## src/rtl/fwiden_pkg.sv

```systemverilog
package fwiden_pkg;

  // Strobes from control to datapath.
  typedef struct packed {
    logic capture;  // load a new widened value this edge
    logic clear;    // synchronous clear of the output register
  } fwidenStrobe_t;

  // Input classes that select the datapath mapping.
  typedef enum logic [1:0] {
    CLS_ZERO    = 2'd0,
    CLS_SUB     = 2'd1,
    CLS_NORM    = 2'd2,
    CLS_SPECIAL = 2'd3
  } fwidenClass_t;

endpackage

```

## src/rtl/fwiden_lzc.sv

```systemverilog
// Priority detector: index of the highest set bit of vec (0 when vec is zero).
module fwiden_lzc #(
  parameter int W = 10,
  localparam int PW = (W > 1) ? $clog2(W) : 1
) (
  input  logic [W-1:0]  vec,
  output logic [PW-1:0] pos
);

  always_comb begin
    pos = '0;
    for (int i = 0; i < W; i++) begin
      if (vec[i]) pos = PW'(i);
    end
  end

endmodule

```

## src/rtl/fwiden_ctrl.sv

```systemverilog
module fwiden_ctrl
  import fwiden_pkg::*;
(
  input  logic          clk,
  input  logic          rst,
  input  logic          inValid,
  output fwidenStrobe_t strobe,
  output logic          outValid
);

  always_comb begin
    strobe.capture = inValid & ~rst;
    strobe.clear   = rst;
  end

  always_ff @(posedge clk) begin
    if (rst) outValid <= 1'b0;
    else     outValid <= inValid;
  end

  // valid follows the input strobe by exactly one edge
  a_r7_valid_set: assert property (@(posedge clk) disable iff (rst)
    inValid |=> outValid);
  a_r7_valid_clr: assert property (@(posedge clk) disable iff (rst)
    !inValid |=> !outValid);
  // reset clears the valid flag
  a_r9_reset_valid: assert property (@(posedge clk)
    rst |=> !outValid);

endmodule

```

## src/rtl/fwiden_dp.sv

```systemverilog
module fwiden_dp
  import fwiden_pkg::*;
#(
  parameter int NE = 5,
  parameter int NF = 10,
  parameter int WE = 11,
  parameter int WF = 52
) (
  input  logic            clk,
  input  fwidenStrobe_t   strobe,
  input  logic [NE+NF:0]  inWord,
  output logic [WE+WF:0]  outWord
);

  localparam int NBIAS    = (1 << (NE - 1)) - 1;
  localparam int WBIAS    = (1 << (WE - 1)) - 1;
  localparam int REBIAS   = WBIAS - NBIAS;
  localparam int SUB_BASE = REBIAS - NF + 1;
  localparam int FSHIFT   = WF - NF;
  localparam int PW       = (NF > 1) ? $clog2(NF) : 1;
  localparam int SAW      = $clog2(WF + 1);

  logic           sgn;
  logic [NE-1:0]  nExp;
  logic [NF-1:0]  nFrac;
  fwidenClass_t   cls;
  logic [PW-1:0]  leadPos;
  logic [SAW-1:0] subAmt;
  logic [WF:0]    subWide;
  logic [WE-1:0]  wExp;
  logic [WF-1:0]  wFrac;

  assign sgn   = inWord[NE+NF];
  assign nExp  = inWord[NE+NF-1:NF];
  assign nFrac = inWord[NF-1:0];

  always_comb begin
    if (nExp == '0)      cls = (nFrac == '0) ? CLS_ZERO : CLS_SUB;
    else if (&nExp)      cls = CLS_SPECIAL;
    else                 cls = CLS_NORM;
  end

  fwiden_lzc #(.W(NF)) u_lzc (
    .vec (nFrac),
    .pos (leadPos)
  );

  // Move the leading one to bit WF; truncation to WF bits drops it.
  assign subAmt  = SAW'(WF) - SAW'(leadPos);
  assign subWide = {{(WF + 1 - NF){1'b0}}, nFrac} << subAmt;

  always_comb begin
    wExp  = '0;
    wFrac = '0;
    case (cls)
      CLS_ZERO: begin
        wExp  = '0;
        wFrac = '0;
      end
      CLS_SUB: begin
        wExp  = WE'(SUB_BASE) + WE'(leadPos);
        wFrac = subWide[WF-1:0];
      end
      CLS_NORM: begin
        wExp  = WE'(nExp) + WE'(REBIAS);
        wFrac = {nFrac, {FSHIFT{1'b0}}};
      end
      CLS_SPECIAL: begin
        wExp  = '1;
        wFrac = {nFrac, {FSHIFT{1'b0}}};
      end
      default: begin
        wExp  = '0;
        wFrac = '0;
      end
    endcase
  end

  always_ff @(posedge clk) begin
    if (strobe.clear)        outWord <= '0;
    else if (strobe.capture) outWord <= {sgn, wExp, wFrac};
  end

  // no capture, no change
  a_r8_hold: assert property (@(posedge clk) disable iff (strobe.clear)
    !strobe.capture |=> $stable(outWord));
  // sign carried through
  a_r6_sign: assert property (@(posedge clk) disable iff (strobe.clear)
    strobe.capture |=> outWord[WE+WF] == $past(inWord[NE+NF]));
  // zero in, zero magnitude out
  a_r2_zero: assert property (@(posedge clk) disable iff (strobe.clear)
    (strobe.capture && inWord[NE+NF-1:0] == '0) |=> outWord[WE+WF-1:0] == '0);
  // specials keep an all-ones exponent
  a_r5_special_exp: assert property (@(posedge clk) disable iff (strobe.clear)
    (strobe.capture && (&inWord[NE+NF-1:NF])) |=> (&outWord[WE+WF-1:WF]));
  // subnormals become normal wide numbers
  a_r3_sub_normal: assert property (@(posedge clk) disable iff (strobe.clear)
    (strobe.capture && inWord[NE+NF-1:NF] == '0 && inWord[NF-1:0] != '0)
      |=> (outWord[WE+WF-1:WF] != '0 && !(&outWord[WE+WF-1:WF])));
  // reset clears the data register
  a_r9_reset_word: assert property (@(posedge clk)
    strobe.clear |=> outWord == '0);

endmodule

```

## src/rtl/fwiden.sv

```systemverilog
module fwiden
  import fwiden_pkg::*;
#(
  parameter int NARROW_EXP  = 5,
  parameter int NARROW_FRAC = 10,
  parameter int WIDE_EXP    = 11,
  parameter int WIDE_FRAC   = 52
) (
  input  logic                            clk,
  input  logic                            rst,
  input  logic                            inValid,
  input  logic [NARROW_EXP+NARROW_FRAC:0] inWord,
  output logic                            outValid,
  output logic [WIDE_EXP+WIDE_FRAC:0]     outWord
);

  fwidenStrobe_t strobe;

  fwiden_ctrl u_ctrl (
    .clk      (clk),
    .rst      (rst),
    .inValid  (inValid),
    .strobe   (strobe),
    .outValid (outValid)
  );

  fwiden_dp #(
    .NE (NARROW_EXP),
    .NF (NARROW_FRAC),
    .WE (WIDE_EXP),
    .WF (WIDE_FRAC)
  ) u_dp (
    .clk     (clk),
    .strobe  (strobe),
    .inWord  (inWord),
    .outWord (outWord)
  );

endmodule

```

## config.mk

```make
export PLATFORM = sky130hd
export DESIGN_NAME = fwiden
export DESIGN_NICKNAME = d
export VERILOG_FILES = /design/src/rtl/fwiden_pkg.sv /design/src/rtl/fwiden_lzc.sv /design/src/rtl/fwiden_ctrl.sv /design/src/rtl/fwiden_dp.sv /design/src/rtl/fwiden.sv
export SDC_FILE = /design/constraint.sdc
export NUM_CORES = 1
export LEC_CHECK = 0
export ABC_AREA = 0
export BUFFER_PORTS_ARGS = -buffer_cell sky130_fd_sc_hd__buf_2
export CAP_MARGIN = 20
export CORE_ASPECT_RATIO = 1.5
export CORE_MARGIN = 8
export CORE_UTILIZATION = 46
export CTS_BUF_LIST = sky130_fd_sc_hd__clkbuf_16
export DETAILED_ROUTE_END_ITERATION = 7
export PLACE_DENSITY = 0.78
export SYNTH_ARGS = -nofsm -noshare
export SYNTH_HDL_FRONTEND = slang
export SYNTH_HIERARCHICAL = 1
export SYNTH_SLANG_ARGS = --single-unit
export TNS_END_PERCENT = 100
```

## constraint.sdc

```tcl
create_clock -name clk -period 2.4 [get_ports clk]
set_input_delay 0 -clock clk [delete_from_list [all_inputs] [get_ports clk]]
set_output_delay 0 -clock clk [all_outputs]
set_load 0.03 [all_outputs]
```

Word level (Yosys, flattened, before mapping)
Index checks and enable logic that the tools add are counted.
{"block": "classes", "add_sub_neg": 3, "eq_ne": 3, "shifts": 1, "n_mux": 14, "n_bitwise": 2, "reduce_logical": 5}
{"op": "$pmux 52 s3", "count": 1}
{"op": "$shl 10x6->52", "count": 1}
{"op": "$pmux 11 s4", "count": 1}
{"op": "$mux 4", "count": 8}
{"op": "$add 10x4->11 const A", "count": 1}
{"op": "$add 5x10->11 const B", "count": 1}
{"op": "$logic_not 10->1", "count": 1}
{"op": "$sub 5x5->6 const A", "count": 1}
{"op": "$logic_not 5->1", "count": 1}
{"op": "$reduce_and 5->1", "count": 1}
{"op": "$eq 2x2->1 const B", "count": 2}
{"op": "$mux 1", "count": 3}
{"op": "$eq 2x1->1 const B", "count": 1}
{"op": "$logic_not 2->1", "count": 1}
{"op": "$mux 2", "count": 1}
{"op": "$reduce_or 2->1", "count": 1}
{"op": "$and 1x1->1", "count": 1}
{"op": "$not 1->1", "count": 1}
{"block": "totals", "regBits": 65, "inputBits": 19, "elab_cells": 30}

Longest topological paths before layout
Gate-level depths: netlist of the first run.
{"block": "logic_depth", "depth_word": 12, "depth_mapped": 14}

By module
The synthesis of the first run kept the hierarchy.
{"module": "fwiden_dp", "n_inst": 1, "cells_per_inst": 289, "area_per_inst_um2": 2239.6, "seq_area_each_um2": 560.5}
{"module": "fwiden_lzc", "n_inst": 1, "cells_per_inst": 12, "area_per_inst_um2": 72.6, "seq_area_each_um2": 0.0}
{"module": "fwiden_ctrl", "n_inst": 1, "cells_per_inst": 4, "area_per_inst_um2": 40.0, "seq_area_each_um2": 20.0}

Least setup slack after synthesis of the first run
OpenSTA, ideal clock, no wires.
{"block": "synth_timing", "path_kind": "input -> register", "start": "input inWord[4]", "end": "register u_dp.outWord[42]", "setup_time_ns": 0.130, "t_arrival_ns": 2.429, "required_ns": 2.270, "setup_slack_ns": -0.160, "stages": 14, "n_path_buf": 4, "path_cell_list": "nor2_1 -> a221oi_2 -> o31ai_2 -> buf_2 -> buf_2 -> inv_1 -> ha_1 -> buf_2 -> clkbuf_1 -> and3b_1 -> a21oi_1 -> mux2i_1 -> a21oi_1 -> o22ai_1"}
{"block": "synth_between", "elab_chain_len": 9, "elab_cells_between_ends": 17}
{"element": "start: declaration", "line": "fwiden.sv:12", "source": "input logic [NARROW_EXP+NARROW_FRAC:0] inWord,"}
{"element": "$mux 4 (6 in a row)", "line": "fwiden_lzc.sv:13", "source": "if (vec[i]) pos = PW'(i);"}
{"element": "named net u_dp.leadPos[0]", "line": "fwiden_dp.sv:27", "source": "logic [PW-1:0] leadPos;"}
{"element": "$sub 5x5->6", "line": "fwiden_dp.sv:49", "source": "assign subAmt = SAW'(WF) - SAW'(leadPos);"}
{"element": "$shl 10x6->52", "line": "fwiden_dp.sv:50", "source": "assign subWide = {{(WF + 1 - NF){1'b0}}, nFrac} << subAmt;"}
{"element": "$pmux 52 s3", "line": "fwiden_dp.sv:55", "source": "case (cls)"}
{"element": "end signal: assignment", "line": "fwiden_dp.sv:81", "source": "else if (strobe.capture) outWord <= {sgn, wExp, wFrac};"}
{"element": "end: declaration", "line": "fwiden_dp.sv:12", "source": "output logic [WE+WF:0] outWord"}
The timed path passes the listed nets, and every way through them passes these cells.
A chain may end at the register's enable or synchronous reset.

Final worst setup path of the first run
{"block": "layout_timing", "start": "input inWord[4]", "end": "register u_dp.outWord[50]"}
The elaborated chain is that of the path after synthesis.

==> flow_summary_export.csv, run 1 <==
group,metric,value,unit
run_status,status,"completed",
synthesis,post_synthesis_xor_xnor_area_fraction,0.01117,
finish,finish.cell_count_without_fillers,450,
setup_path,cpPeakStageDelay,0.33,ns
grt,first_global_vias,2495,
synthesis,synth.ff_latch_count,29,
synthesis,yosys_most_used_dff,"sky130_fd_sc_hd__dfxtp_1",
synthesis,post_synth_fa_ha_maj_area_fraction,0.005319,
synthesis,post_synth_mux_area_share,0.1271,
setup_path,critical_path.endpoint_type,"flop",
synthesis,synth_top_family_by_area,"simple AND/OR/NAND/NOR gates",
finish,final_common_cell,"sky130_fd_sc_hd__buf_2",
synthesis,synth-simple-area-share,0.2431,
setup_path,worst_path_max_delay_cell,"sky130_fd_sc_hd__mux2_2",
synthesis,seq_area_frac_synth,0.2468,
synthesis,synthesis.area_per_instance,7.712,µm²
finish,postLayoutCoreUtil,0.5776,
grt,grt_first_pass_wirelength,12.16,mm
synthesis,synth-compound-area-share,0.2053,
setup_path,critical_path.startpoint_type,"primary input",
routing,routed_wirelength,7.617,mm
die,fp.coreArea,5045,µm²
clock_network,cts_num_sinks,29,
power_and_ir_drop,power.static_leakage,1.348,nW
routing,drt-vias-per-instance,5.458,
sta,finalHoldViolCount,0,
clock_network,cts_inserted_buffers,5,
die,floorplan.die.width,74.39,µm
sta,final.hold.worst_slack,0.03061,ns
sta,worst_slew_margin_rel,0.4700,
grt,grt_overflow_total,0,
finish,layout_common_cells,"51 x sky130_fd_sc_hd__buf_2, 39 x sky130_fd_sc_hd__buf_4, 33 x sky130_fd_sc_hd__a21oi_1",
setup_path,crit_arrival,2.31,ns
finish,ff_latch_area,580.6,µm²
die,die_height,103.6,µm
finish,area_of_the_multi_input_gates,1516,µm²
setup_path,critical_path_peak_fanout,6,
clock_network,ctsLongestPathBuffers,2,
finish,antenna_cells,0,
finish,areaGrowthSynthToFinish,23.88,%
sta,timing.final.max_slew_violations,0,
finish,final.fill_count,508,
setup_path,critical_path.cell_chain,"buf_2, nor2_1, a221oi_2, o31ai_2, inv_1, ha_1, buf_4, mux2_2, a21oi_1, buf_4, a21oi_1, o2111ai_1, nand3_1",
synthesis,yosys_warn_count,6,
setup_path,crit_type,"in2reg",
synthesis,mappedNetlistArea,2352,µm²
placement,gp_congestion,0.9937,
clock_network,cts.clk_slew.worst_paths,0.05,ns
setup_path,critPathRequiredTime,2.55,ns
routing,avgRoutedWirePerCell,16.93,µm
finish,layout.nets,401,
die,ios,84,
routing,remaining_drc_errors,0,
die,die_area,7705,µm²
sta,final_critical_delay_including_setup_and_external_delays,2.161,ns
die,initial_core_util,0.4663,
synthesis,synthArstFlopShare,0,
synthesis,cells_after_synth,305,
placement,post-place-cells,440,
power_and_ir_drop,power.density,574.5,nW/µm²
sta,clock-skew-final,0,ns
grt,pin_count_of_the_biggest_net_entering_global_routing,23,
clock_network,cts_tree,"done",
power_and_ir_drop,vdd.ir_drop.worst,0.2768,mV
clock_network,worst_skew_pair.late_latency,0.27,ns
die,placementRows,32,
placement,place.port_buffers,51,
grt,grt_util_all_layers,0.1996,
synthesis,number_of_synthesized_flops_with_an_enable_pin,0,
finish,layout-drive-gt1-share,0.3220,
clock_network,clock_tree.root_cell,"sky130_fd_sc_hd__clkbuf_16",
sta,tightest_slew,0.7921,ns
routing,vias,2456,
routing,drt_iter0_drc,170,
routing,drtPass1Iterations,4,
sta,fin_crit_sh,0.9005,
run,timing.max_cap.violations,0,
synthesis,netlist-cell-type-count,48,
hold_path,worst_min_delay_path_category,"in2reg",
grt,antenna_found_initial,0,
sta,clock.fmax,462.7,MHz
clock_network,cts_h_tree_depth,2,
routing,antenna_violating_nets_left,0,
sta,setup-violations-final,0,
sta,grt_setup_unrepaired,"false",
placement,dp_hpwl,6.178,mm
[Yosys cell counts, types with 3 or more instances]
master	instances	area share
sky130_fd_sc_hd__nand2_1	22	0.035
sky130_fd_sc_hd__mux2_2	9	0.043
sky130_fd_sc_hd__clkbuf_1	11	0.018
sky130_fd_sc_hd__mux2i_1	13	0.055
sky130_fd_sc_hd__and3_1	8	0.021
sky130_fd_sc_hd__nand3_1	8	0.017
sky130_fd_sc_hd__a211oi_1	7	0.022
sky130_fd_sc_hd__dfxtp_1	29	0.25
sky130_fd_sc_hd__inv_1	6	0.0096
sky130_fd_sc_hd__o21ai_0	10	0.021
sky130_fd_sc_hd__mux4_2	3	0.029
sky130_fd_sc_hd__a21oi_1	33	0.070
sky130_fd_sc_hd__o21ai_1	5	0.011
sky130_fd_sc_hd__nand2b_1	6	0.016
sky130_fd_sc_hd__o22ai_1	4	0.011
sky130_fd_sc_hd__o31ai_1	3	0.0096
sky130_fd_sc_hd__nor3_1	9	0.019
sky130_fd_sc_hd__buf_4	37	0.12
sky130_fd_sc_hd__nor2b_1	5	0.013
sky130_fd_sc_hd__buf_2	6	0.013
sky130_fd_sc_hd__or2_2	3	0.0080
sky130_fd_sc_hd__xnor2_1	3	0.011
sky130_fd_sc_hd__nor2_1	32	0.051
[critical path, delay by kind of cell]
kind / cells / cell delay [ns]
compound gates: 5 / 0.88
fa+ha+maj: 1 / 0.30
buf+inv: 4 / 0.56
mux: 1 / 0.33
simple gates: 2 / 0.24
[power by group]
group	total [W]	internal, W	switching (W)
registers	0.000510	0.000501	0.00000940
logic	0.000586	0.000216	0.000371
clock network	0.000577	0.000373	0.000204
[timing repair]
item / CTS / global route
hold endpoints to repair: 2 / 0
gates resized for setup: 0 / 0
buffers inserted: 0 / 0
hold buffers: 2 / 0
[path summary, 6_finish.rpt]
path	startpoint	cells after the start	end	slack [ns]
setup reg to reg	u_dp/outWord[50]	4	u_dp/outWord[50]	1.54
setup / recovery	inWord[4]	13	u_dp/outWord[50]	0.24
hold reg to reg	u_dp/outWord[38]	2	u_dp/outWord[38]	0.44
hold / removal	inWord[14]	3	u_dp/outWord[62]	0.03
[registers in the layout, indices dropped and copies added (netlist names)]
| signal | count |
|---|---|
| u_dp/outWord | 28 |
| u_ctrl/outValid | 1 |
[per-layer routing]
| metal | track usage | up-vias | part of all wire |
|---|---|---|---|
| met1 | 0.2203 | 1139 | 0.38 |
| met3 | 0.02413 | 17 | 0.068 |
| met5 | 0 | - | 0 |
| li1 | - | 1178 | - |
| met2 | 0.3498 | 122 | 0.53 |
| met4 | 0.1042 | 0 | 0.029 |
[final cells by class]
class / count / area share
multi-input cells: 246 / 0.5204
flip-flops and latches: 29 / 0.1992
repair buffers: 92 / 0.1949
clock buffers: 5 / 0.04294
well taps: 68 / 0.02920
inverters: 7 / 0.009017
clock inverters: 3 / 0.004294
[logic make-up (layout without fill, tap and decap cells)]
kind of cell,Yosys count,in the layout
flops,29,29
fa+ha+maj,1,1
xor+xnor,3,3
other cells,1,32
buf+inv,61,107
compound gates,77,77
simple gates,108,108
mux,25,25
[metrics by stage]
stage | power (W) | worst slack, ns | instance area, µm² | TNS [ns]
final | 0.001674 | 0.2388 | 2914 | 0
after floorplan | 0.0009447 | 0.04379 | 2481 | 0
after CTS | 0.001675 | 0.2602 | 2914 | 0
after detailed placement | 0.001095 | -0.02658 | 2756 | -0.04046
after global placement | 0.001089 | 0.01873 | 2756 | 0
after global routing | 0.001747 | 0.09400 | 2914 | 0
Power figures use the tool's default switching activity.
==> run 2: changes to the inputs <==
Settings changed: CORE_UTILIZATION 46 to 54, PLACE_DENSITY 0.78 to 0.86.
Clock period 2.4 ns to 2.7 ns, I/O delays scaled along.
==> flow_summary_export.csv, run 2 (synthesis results as in run 1) <==
group,metric,value,unit
power_and_ir_drop,power.density,530.0,nW/µm²
sta,clock.fmax,431.8,MHz
power_and_ir_drop,net_switching_power,0.0005053,W
power_and_ir_drop,swShare,0.3496,
die,fp.coreArea,4209,µm²
placement,post-place-cells,397,
setup_path,crit_type,"in2reg",
routing,avgRoutedWirePerCell,16.81,µm
routing,drtPass1Iterations,5,
grt,grt_overflow_total,0,
grt,first_global_vias,2309,
routing,remaining_drc_errors,0,
routing,drt_iter0_drc,205,
finish,finish.cell_count_without_fillers,407,
clock_network,ctsHoldBuffers,2,
placement,dp_hpwl,5.267,mm
sta,setup-violations-final,0,
die,floorplan.die.width,69.89,µm
sta,finalHoldViolCount,0,
finish,final_common_cell,"sky130_fd_sc_hd__buf_2",
grt,grt_util_all_layers,0.1956,
sta,worst_slew_margin_rel,0.4443,
placement,gp_congestion,0.9983,
setup_path,r2r_cells,4,
die,ios,84,
hold_path,min_path_cells,3,
setup_path,crit_arrival,2.46,ns
power_and_ir_drop,vdd.ir_drop.worst,0.7005,mV
power_and_ir_drop,share_comb_of_total_power,0.330,
die,initial_core_util,0.5589,
finish,final.fill_count,378,
finish,layout-drive-gt1-share,0.2825,
die,placementRows,29,
sta,grt_setup_unrepaired,"false",
clock_network,cts_tree,"done",
finish,largest_register_ff_count,28,
sta,tns,0,ns
clock_network,worst_skew_pair.late_latency,0.27,ns
power_and_ir_drop,power_frac_seq,0.314,
sta,clock-skew-final,0,ns
routing,antenna_violating_nets_left,0,
clock_network,post-cts-setup-buffer-count,0,
sta,fin_crit_sh,0.8577,
grt,pin_count_of_the_biggest_net_entering_global_routing,24,
sta,final_critical_delay_including_setup_and_external_delays,2.316,ns
placement,postPlaceCellArea,2567,µm²
routing,drt-vias-per-instance,5.828,
power_and_ir_drop,clkPwrFrac,0.356,
die,die_area,6767,µm²
finish,areaGrowthSynthToFinish,15.90,%
hold_path,worst_min_delay_path_category,"in2reg",
finish,antenna_cells,0,
setup_path,critPathRequiredTime,2.85,ns
finish,layout.nets,380,
power_and_ir_drop,internal_power_component,0.0009398,W
routing,routed_wirelength,6.840,mm
die,die_height,96.83,µm
power_and_ir_drop,power.static_leakage,1.257,nW
grt,antenna_found_initial,0,
clock_network,cts_resized,0,
clock_network,cts_h_tree_depth,2,
routing,vias,2372,
clock_network,cts_inserted_buffers,5,
finish,leading_registers_by_flop_count,"u_dp/outWord (28), u_ctrl/outValid (1)",
finish,max_flop_register,"u_dp/outWord",
run,timing.max_cap.violations,0,
sta,timing.final.max_slew_violations,0,
run_status,status,"completed",
placement,place.port_buffers,51,
setup_path,critical_path_peak_fanout,16,
clock_network,clock_tree.root_cell,"sky130_fd_sc_hd__clkbuf_16",
grt,grt_first_pass_wirelength,11.21,mm
finish,fin_area,2726,µm²
setup_path,critical_path.startpoint_type,"primary input",
sta,tightest_slew,0.8304,ns
clock_network,ctsLongestPathBuffers,2,
finish,layout_common_cells,"51 x sky130_fd_sc_hd__buf_2, 33 x sky130_fd_sc_hd__a21oi_1, 32 x sky130_fd_sc_hd__nor2_1, 32 x sky130_fd_sc_hd__conb_1, 29 x sky130_fd_sc_hd__dfxtp_1",
clock_network,cts_num_sinks,29,
setup_path,critical_path.endpoint_type,"flop",
clock_network,cts.clk_slew.worst_paths,0.05,ns
## run 2: cell types whose count changed in the layout (fill, tap and decap cells not counted)
cell and change:
sky130_fd_sc_hd__buf_4 -21, sky130_fd_sc_hd__clkinv_1 -2, sky130_fd_sc_hd__clkinv_2 +1, sky130_fd_sc_hd__inv_1 +1, sky130_fd_sc_hd__mux2i_1 +1, sky130_fd_sc_hd__mux2i_2 -1
## run 2: stage by stage
stage	total power (W)	hold WS [ns]	util	worst slack [ns]
finish	0.001445	0.01944	0.6477	0.3843
global route	0.001508	0.03942	0.6477	0.1728
CTS	0.001446	0.01268	0.6477	0.3994
detailed placement	0.0009252	0.2447	0.6100	0.1060
global placement	0.0009227	0.2184	0.6100	0.1783
floorplan	0.0008347	0.07161	-	0.1403
## run 2: area by class of cell
type / count / area (µm²) / share of cell area
Multi-Input combinational cell: 246 / 1513 / 0.5548
Sequential cell: 29 / 580.6 / 0.2129
Timing Repair Buffer: 71 / 410.4 / 0.1505
Clock buffer: 5 / 125.1 / 0.04589
Tap cell: 46 / 57.56 / 0.02111
Inverter: 7 / 26.28 / 0.009637
Clock inverter: 3 / 13.76 / 0.005048
## run 2: path summary, 6_finish.rpt
check	end	slack (ns)	start
worst min register to register	u_dp/outWord[37]	0.45	u_dp/outWord[37]
worst min-delay path	u_dp/outWord[62]	0.02	inWord[14]
worst max-delay path	u_dp/outWord[43]	0.38	inWord[4]
worst max register to register	u_dp/outWord[50]	1.90	u_dp/outWord[50]
## run 2: critical path, stage by stage
cell	delay, ns
sky130_fd_sc_hd__buf_2	0.15
sky130_fd_sc_hd__nor2_1	0.14
sky130_fd_sc_hd__a221oi_2	0.08
sky130_fd_sc_hd__o31ai_2	0.21
sky130_fd_sc_hd__inv_1	0.09
sky130_fd_sc_hd__ha_1	0.63
sky130_fd_sc_hd__mux4_2	0.63
sky130_fd_sc_hd__nand2_1	0.09
sky130_fd_sc_hd__o21ai_0	0.10
sky130_fd_sc_hd__a211oi_1	0.22
sky130_fd_sc_hd__o22ai_1	0.11
## run 2: layer usage
| layer | vias to the layer above | wire length, µm | track usage |
|---|---|---|---|
| met5 | - | 0 | 0 |
| met4 | 0 | 277 | 0.1196 |
| met3 | 19 | 476 | 0.04601 |
| met2 | 135 | 3377 | 0.3225 |
| met1 | 1079 | 2708 | 0.2198 |
| li1 | 1139 | - | - |
## run 2: power groups by stage
stage	sequential, W	clock [W]	combinational, W
after detailed placement	0.000462	0	0.000463
final	0.000453	0.000515	0.000477
after CTS	0.000453	0.000524	0.000468
after floorplan	0.000494	0	0.000341
after global routing	0.000455	0.000543	0.000511
after global placement	0.000461	0	0.000462
==> run 3: changes to the inputs <==
Settings changed: RECOVER_POWER set to 100.
==> flow_summary_export.csv, run 3 (synthesis results as in run 1) <==
group,metric,value,unit
run_status,status,"completed",
setup_path,critPathRequiredTime,2.85,ns
die,die_height,96.83,µm
power_and_ir_drop,total_power,0.001432,W
setup_path,critical_path_peak_fanout,16,
die,floorplan.die.width,69.89,µm
routing,antenna_violating_nets_left,0,
clock_network,cts_num_sinks,29,
clock_network,cts_tree,"done",
placement,gp_congestion,0.9983,
routing,drtPass1Iterations,4,
sta,tightest_slew,0.8647,ns
sta,timing.final.max_slew_violations,0,
routing,routed_wirelength,6.839,mm
sta,grt_setup_unrepaired,"false",
placement,post-place-cells,397,
finish,layout.nets,380,
die,die_area,6767,µm²
finish,largest_register_ff_count,28,
grt,pin_count_of_the_biggest_net_entering_global_routing,24,
setup_path,critical_path.startpoint_type,"primary input",
clock_network,worst_skew_pair.late_latency,0.27,ns
power_and_ir_drop,power.static_leakage,1.102,nW
placement,place.port_buffers,51,
clock_network,cts.clk_slew.worst_paths,0.05,ns
sta,final_critical_delay_including_setup_and_external_delays,2.406,ns
setup_path,cpPeakStageDelay,0.64,ns
run,timing.max_cap.violations,0,
clock_network,post-cts-setup-buffer-count,0,
sta,tns,0,ns
die,initial_core_util,0.5589,
clock_network,clock_tree.root_cell,"sky130_fd_sc_hd__clkbuf_16",
hold_path,worst_min_delay_path_category,"in2reg",
grt,grt_overflow_total,0,
routing,vias,2354,
power_and_ir_drop,power.density,539.0,nW/µm²
clock_network,cts_resized,0,
grt,first_global_vias,2309,
finish,max_flop_register,"u_dp/outWord",
setup_path,crit_arrival,2.55,ns
grt,grt_first_pass_wirelength,11.21,mm
clock_network,ctsLongestPathBuffers,2,
finish,areaGrowthSynthToFinish,12.98,%
power_and_ir_drop,vdd.ir_drop.worst,0.6992,mV
sta,clock.fmax,415.6,MHz
routing,drt-vias-per-instance,5.784,
finish,final.fill_count,403,
grt,antenna_found_initial,0,
sta,worst_slew_margin_rel,0.4236,
finish,finish.cell_count_without_fillers,407,
routing,drt_iter0_drc,226,
sta,clock-skew-final,0,ns
sta,fin_crit_sh,0.8912,
finish,antenna_cells,0,
finish,leading_registers_by_flop_count,"u_dp/outWord (28), u_ctrl/outValid (1)",
clock_network,cts_inserted_buffers,5,
setup_path,critical_path.cell_chain,"clkbuf_1, nor2_1, a221oi_2, o31ai_2, inv_1, ha_1, mux4_2, nand2_1, o21ai_0, a211oi_1, o22ai_1",
die,placementRows,29,
setup_path,worst_path_max_delay_cell,"sky130_fd_sc_hd__mux4_2",
routing,remaining_drc_errors,0,
setup_path,crit_type,"in2reg",
placement,dp_hpwl,5.267,mm
finish,layout_common_cells,"39 x sky130_fd_sc_hd__clkbuf_1, 33 x sky130_fd_sc_hd__nor2_1, 33 x sky130_fd_sc_hd__a21oi_1",
sta,setup-violations-final,0,
grt,grt_util_all_layers,0.1956,
finish,layout-drive-gt1-share,0.1634,
clock_network,cts_h_tree_depth,2,
die,fp.coreArea,4209,µm²
routing,avgRoutedWirePerCell,16.80,µm
sta,finalHoldViolCount,0,
setup_path,critical_path.endpoint_type,"flop",
die,ios,84,
finish,final_common_cell,"sky130_fd_sc_hd__clkbuf_1",
[run 3: routing by layer]
| layer | up-vias | GRT usage | part of all wire |
|---|---|---|---|
| met3 | 20 | 0.04601 | 0.081 |
| met5 | - | 0 | 0 |
| met2 | 132 | 0.3225 | 0.49 |
| met1 | 1059 | 0.2198 | 0.39 |
| met4 | 0 | 0.1196 | 0.044 |
| li1 | 1143 | - | - |
[run 3: through the flow]
stage                     utilization  hold slack [ns]  setup slack [ns]  area [µm²]
after global routing           0.6314          0.04033           0.09151        2658
after floorplan                     -          0.07161            0.1403        2469
after CTS                      0.6477          0.01268            0.3994        2726
after global placement         0.6100           0.2184            0.1783        2567
final                          0.6314          0.02040            0.2938        2658
after detailed placement       0.6100           0.2447            0.1060        2567
[run 3: critical path: cells and delay by family]
kind | cells | cell delay [ns]
multiplexers | 1 | 0.64
AND/OR/NAND/NOR | 2 | 0.28
buffers and inverters | 2 | 0.27
AO/OA/AOI/OAI | 5 | 0.73
adder cells (fa/ha/maj) | 1 | 0.63
[run 3: power breakdown]
| group | internal (W) | switching, W | total [W] |
|---|---|---|---|
| clock network | 0.000333 | 0.000182 | 0.000515 |
| registers | 0.000445 | 0.00000862 | 0.000454 |
| logic | 0.000150 | 0.000313 | 0.000463 |
[run 3: cell type report]
type	count	area, µm²	share of cell area
Sequential cell	29	580.6	0.2185
Timing Repair Buffer	71	351.6	0.1323
Clock inverter	3	13.76	0.005179
Inverter	7	26.28	0.009887
Tap cell	46	57.56	0.02166
Clock buffer	5	125.1	0.04708
Multi-Input combinational cell	246	1503	0.5654
[run 3: worst paths after layout]
| kind | from | end | slack, ns | cells past startpoint |
|---|---|---|---|---|
| worst min register to register | u_dp/outWord[37] | u_dp/outWord[37] | 0.45 | 2 |
| worst min-delay path | inWord[14] | u_dp/outWord[62] | 0.02 | 3 |
| worst max register to register | u_dp/outWord[50] | u_dp/outWord[50] | 1.86 | 4 |
| worst max-delay path | inWord[4] | u_dp/outWord[43] | 0.29 | 11 |
[run 3: timing repair]
action	CTS	global route
endpoints found under the setup margin	0	0
endpoints found under the hold margin	2	0
hold buffers	2	0
